### config.mk
export PLATFORM = sky130hd
export DESIGN_NAME = vid_xfer_ctl
export DESIGN_NICKNAME = d
export VERILOG_FILES = /design/src/rtl/vid_xfer_ctl.sv
export SDC_FILE = /design/constraint.sdc
export NUM_CORES = 1
export LEC_CHECK = 0
export BUFFER_PORTS_ARGS = -buffer_cell sky130_fd_sc_hd__clkbuf_2
export CAP_MARGIN = 20
export CORE_MARGIN = 3
export CORE_UTILIZATION = 52
export DETAILED_ROUTE_END_ITERATION = 6
export PLACE_DENSITY = 0.77
export SYNTH_ARGS = -nofsm -noshare
export SYNTH_HDL_FRONTEND = slang
export SYNTH_SLANG_ARGS = --single-unit
### constraint.sdc
create_clock -name clk -period 2 [get_ports clk]
set_input_delay 0.3 -clock clk [delete_from_list [all_inputs] [get_ports clk]]
set_output_delay 0.3 -clock clk [all_outputs]
set_load 0.02 [all_outputs]
### src/rtl/vid_xfer_ctl.sv
module vid_xfer_ctl #(
  parameter int NWORDS = 256
) (
  input  logic                      clk,
  input  logic                      rst_n,
  input  logic                      init_n,
  input  logic                      halt_n,
  input  logic                      aux_n,
  input  logic                      bus_avail,
  output logic                      cpu_inhibit,
  output logic                      vid_drive,
  output logic                      wc_n,
  output logic [$clog2(NWORDS)-1:0] cell_addr,
  output logic                      xfer_done
);
  localparam int AW = $clog2(NWORDS);
  localparam logic [AW-1:0] LAST = AW'(NWORDS - 1);

  typedef enum logic [1:0] {S_IDLE, S_RUN, S_DONE} st_t;

  st_t           st;
  logic [1:0]    div;
  logic          word_act;
  logic [AW-1:0] addr;

  // phase taps: clk is the base rate, div[0] the half rate, div[1] the quarter rate
  logic ph_half, ph_quarter, slot_end, last_word;
  assign ph_half    = div[0];
  assign ph_quarter = div[1];
  assign slot_end   = ph_quarter & ph_half;
  assign last_word  = word_act & (addr == LAST);

  always_ff @(posedge clk or negedge rst_n) begin
    if (!rst_n) begin
      st       <= S_IDLE;
      div      <= 2'd0;
      word_act <= 1'b0;
      addr     <= '0;
    end else if (!init_n) begin
      st       <= S_IDLE;
      div      <= 2'd0;
      word_act <= 1'b0;
      addr     <= '0;
    end else begin
      case (st)
        S_IDLE: begin
          if (!halt_n) begin
            st  <= S_RUN;
            div <= 2'd3;
          end
        end
        S_RUN: begin
          div <= div + 2'd1;
          if (slot_end) begin
            if (last_word) begin
              st       <= S_DONE;
              word_act <= 1'b0;
            end else begin
              if (word_act) addr <= addr + 1'b1;
              word_act <= bus_avail & aux_n;
            end
          end
        end
        S_DONE: begin
          div <= 2'd0;
          if (halt_n) begin
            st   <= S_IDLE;
            addr <= '0;
          end
        end
        default: st <= S_IDLE;
      endcase
    end
  end

  assign cpu_inhibit = (st == S_RUN);
  assign xfer_done   = (st == S_DONE);
  assign vid_drive   = word_act;
  assign wc_n        = ~(word_act & ph_quarter & ~ph_half);
  assign cell_addr   = addr;
endmodule

Word-level counts from Yosys, hierarchy flattened:

Index checks and enable logic that the tools add are counted.
W data, S select, Z words.

* flip-flop bits (word level): 13
* input port bits: 6
* output and inout bits: 12
* word-level logic and storage cells: 50

* add/sub/neg operators: 2
* equality and inequality tests: 13
* muxes and demuxes: 19
* bitwise gates (word level): 7
* reduce and logical (&&, ||, !) cells: 5

Operators by type and width (count)
* $mux W8: 5
* $pmux W8 S2: 1
* $mux W2: 7
* $pmux W2 S3: 2
* $ne A3 B2 Y1 const B: 3
* $ne A3 B3 Y1 const B: 3
* $add A8 B1 Y8 const B: 1
* $eq A8 B8 Y1 const B: 1
* $and A1 B1 Y1: 5
* $reduce_and A5 Y1: 1
* $mux W1: 4
* $ne A2 B1 Y1 const B: 2
* $ne A4 B1 Y1 const B: 1
* $reduce_and A2 Y1: 2
* $reduce_and A4 Y1: 1
* $ne A3 B1 Y1 const B: 1
* $add A2 B1 Y2 const B: 1
* $eq A2 B1 Y1 const B: 1
* $eq A2 B2 Y1 const B: 1
* $logic_not A2 Y1: 1
* $not A1 Y1: 2

Longest topological paths before layout:

* word-level depth: 6
* gate-level depth with buffers: 5
* mapped depth without buffers: 5

Least setup slack after synthesis:

OpenSTA, ideal clock, no wires.

* path type: flip-flop to flip-flop
* from: register addr[0] (netlist: cell_addr[0])
* to: register addr[1] (netlist: cell_addr[1])
* library setup time: 0.125 ns
* arrival: 1.604 ns
* data required time: 1.875 ns
* slack: 0.271 ns
* stages on the path, launching flop included: 6
* path buffers: 0
* period minus slack after synthesis: 1.729 ns
* cells stage by stage: dfrtp_1 -> ha_1 -> and3_4 -> a21boi_4 -> o21a_4 -> mux2_4

* longest elaborated chain between the ends: 6
* elaborated cells on any way between the ends: 10
* those cells by class: add/sub: 1; eq/ne: 2; mux: 5; bitwise: 1; reduce/logical: 1

Ends and longest elaborated chain
* from (decl): RTL line 24 `logic [AW-1:0] addr;`
* from (signal assigned): RTL line 59 `if (word_act) addr <= addr + 1'b1;`
* $add A8 B1 Y8: RTL line 59
* $mux W8: RTL line 59
* $mux W8: RTL line 55 `if (last_word) begin`
* $mux W8: RTL line 54 `if (slot_end) begin`
* $pmux W8 S2: RTL line 45 `case (st)`
* $mux W8: RTL line 39 `end else if (!init_n) begin`

Parallel ways exist; a longest one is shown, timed or not. The select of a mux whose other input is x is not followed.
A chain may end at the register's enable or synchronous reset.

Final worst setup path:

Ends and elaborated chain as after synthesis.

==> results.json <==
{
  "status": "completed",
  "place_congestion": 0.804,
  "synthFlopType": "dfrtp_1",
  "ys_ff_latch": 13,
  "seq_area_um2": 325,
  "die_w_um": 46.2,
  "grt_max_degree": 14,
  "core.rowCount": 13,
  "required_ns": 2.17,
  "hold_viol": 0,
  "viasPerCell": 6.20,
  "fillers": 122,
  "finalInstanceArea_um2": 962,
  "crit_path_max_incr_delay_ns": 0.44,
  "drt_first_iter_violations": 8,
  "numPortBuffers": 17,
  "synth_top_area_share_pct": 38.8,
  "async_flop_share_pct": 100,
  "yosysTopAreaCell": "dfrtp_1",
  "syn-cell-area_um2": 838,
  "grt_pass1_wl_um": 3050,
  "antenna_found_initial": 0,
  "clock_sinks": 13,
  "place_area_um2": 926,
  "setup.worst_path.class": "register to register",
  "dpl.hpwl_um": 1350,
  "synth_cell_types": 39,
  "diodes": 0,
  "skew_ns": 0.00540,
  "rsz0062_at_grt": "false",
  "die_y_um": 46.2,
  "first_global_vias": 673,
  "fin_crit_sh_pct": 87.3,
  "cts_htree_levels": 1,
  "finalSetupViolCount": 0,
  "fin_nets": 109,
  "setup_ws_ns": 0.253,
  "fmax_mhz": 572,
  "cp-start-kind": "register",
  "worstMarginPinSlew_ns": 0.391,
  "ys_seq_area_share_pct": 38.8,
  "final_max_slew_viol_count": 0,
  "p_leak_nw": 0.436,
  "worst_path_max_delay_cell": "dfrtp_1",
  "track_usage_pct": 19.8,
  "path_clk_slew_ns": 0.09,
  "worstPathCellList": "ha_1 > and3_4 > a21boi_4 > o21a_4 > mux2_4",
  "ant_nets": 0,
  "clockBufferDepth": 2,
  "yosysWarnings": 0,
  "synth_edf_count": 0,
  "ios": 18,
  "synthCells": 80,
  "area_growth_pct": 14.8,
  "final.min_clock_period_ns": 1.75,
  "num_vias": 713,
  "ctsRootBufferMaster": "clkbuf_4",
  "synth.area.top_cells": "dfrtp_1 39%, o2bb2ai_1 5.2%, o211ai_1 4.5%",
  "routed_wl_um": 1770,
  "final_cell_mix": "17 x clkbuf_2, 13 x dfrtp_1, 7 x nand2_1",
  "cts_tree": "done",
  "cap_viol_max_count": 0,
  "cts_buffers": 3,
  "wire_per_inst_um": 15.4,
  "start_util_pct": 59.9,
  "drc": 0,
  "power_density_mw_per_mm2": 542,
  "tns_ns": 0,
  "drtPass1Iterations": 4,
  "core-area_mm2": 0.00140,
  "syn_avg_cell_area_um2": 10.5,
  "syn-num-nets": 88,
  "layout.cells.most_common": "clkbuf_2",
  "grt.overflow.total": 0,
  "drive_gt1_share_pct": 31.0,
  "die_area_mm2": 0.00213,
  "whs_ns": 0.370,
  "cp_max_fo": 8,
  "multi_input_area_um2": 478,
  "slew_headroom_pct": 73.9,
  "holdCritPathClass": "input pin to register",
  "critPathCaptureType": "register",
  "post_cts_buffers": 0,
  "peakVddDrop_uv": 394,
  "clock_latency_ns": 0.28,
  "worstPathArrival_ns": 1.91,
  "pre_cts_slack_ns": 0.285
}
[cells in the mapped netlist (2+ instances only)]
library cell  count
nand3_1           2
and3_1            2
nand2b_1          4
o211ai_1          5
nand2_1           7
o22ai_1           2
o221ai_1          2
o2bb2ai_1         5
nor2_1            2
dfrtp_1          13
nand3b_1          3
inv_1             5
ha_1              2
[path summary, 6_finish.rpt]
path | slack [ns] | endpoint | startpoint | cells past startpoint
hold / removal | 0.37 | st[0] | halt_n | 3
min in group asynchronous | 0.45 | cell_addr[5] | rst_n | 2
setup / recovery | 0.25 | cell_addr[1] | cell_addr[0] | 5
max in group asynchronous | 1.29 | cell_addr[2] | rst_n | 2
hold reg to reg | 0.53 | cell_addr[7] | cell_addr[7] | 1
setup reg to reg | 0.25 | cell_addr[1] | cell_addr[0] | 5
[per-stage QoR]
stage               total power [mW]  std cells  utilization (%)
floorplan                      0.333         80                -
global placement               0.355        110             66.2
detailed placement             0.358        110             66.2
CTS                            0.524        115             68.8
global route                   0.544        115             68.8
finish                         0.522        115             68.8
[state kept, by name (all words and copies together), names as in the netlist]
name and cells:
st 2, cell_addr 8, vid_drive 1, div 2
[layout make-up]
cell class                 instances  share of cell area (%)
tap                               15                    1.95
multi-input combinational         60                    49.7
timing repair buffer              18                    9.88
inverter                           5                    1.95
sequential                        13                    33.8
clock buffer                       4                    2.73
[power by group]
part           switching [mW]  leakage, nW  total [mW]  internal, mW
logic                  0.0421        0.244      0.0744        0.0322
registers             0.00940        0.177       0.280         0.270
clock network          0.0904       0.0150       0.168        0.0773
total                   0.142        0.436       0.522         0.380
[critical path, delay by kind of cell (launching register included)]
family,cells,cell delay (ns)
mux,1,0.29
fa+ha+maj,1,0.26
simple gates,1,0.22
compound gates,2,0.43
flops,1,0.44
[layer usage]
metal	wire (um)	GRT usage, %	share of wire (%)	up-vias
met5	0	0	0	-
met1	827	27.0	47	342
met4	17	5.68	0.96	0
met2	834	31.3	47	22
met3	90	3.91	5.1	2
li1	-	-	-	347
[logic make-up (layout without fill, tap and decap cells)]
kind of cell               after synthesis  in the layout  synth area share, %
and+or+nand+nor                         31             31                 23.0
AOI/OAI and AO/OA                       24             24                 27.0
DFF                                     13             13                 38.8
buffers and inverters                    7             27                 4.18
adders and majority gates                2              2                 2.98
muxes                                    2              2                 2.98
xor gates and xnor gates                 1              1                 1.04
[repair_timing]
| item | in CTS | in global routing |
|---|---|---|
| endpoints found under the setup margin | 0 | 0 |
| resized for setup | 0 | 0 |
| hold buffers | 1 | 0 |
| endpoints found under the hold margin | 13 | 0 |
No activity file was read; power rests on OpenSTA's default activity.
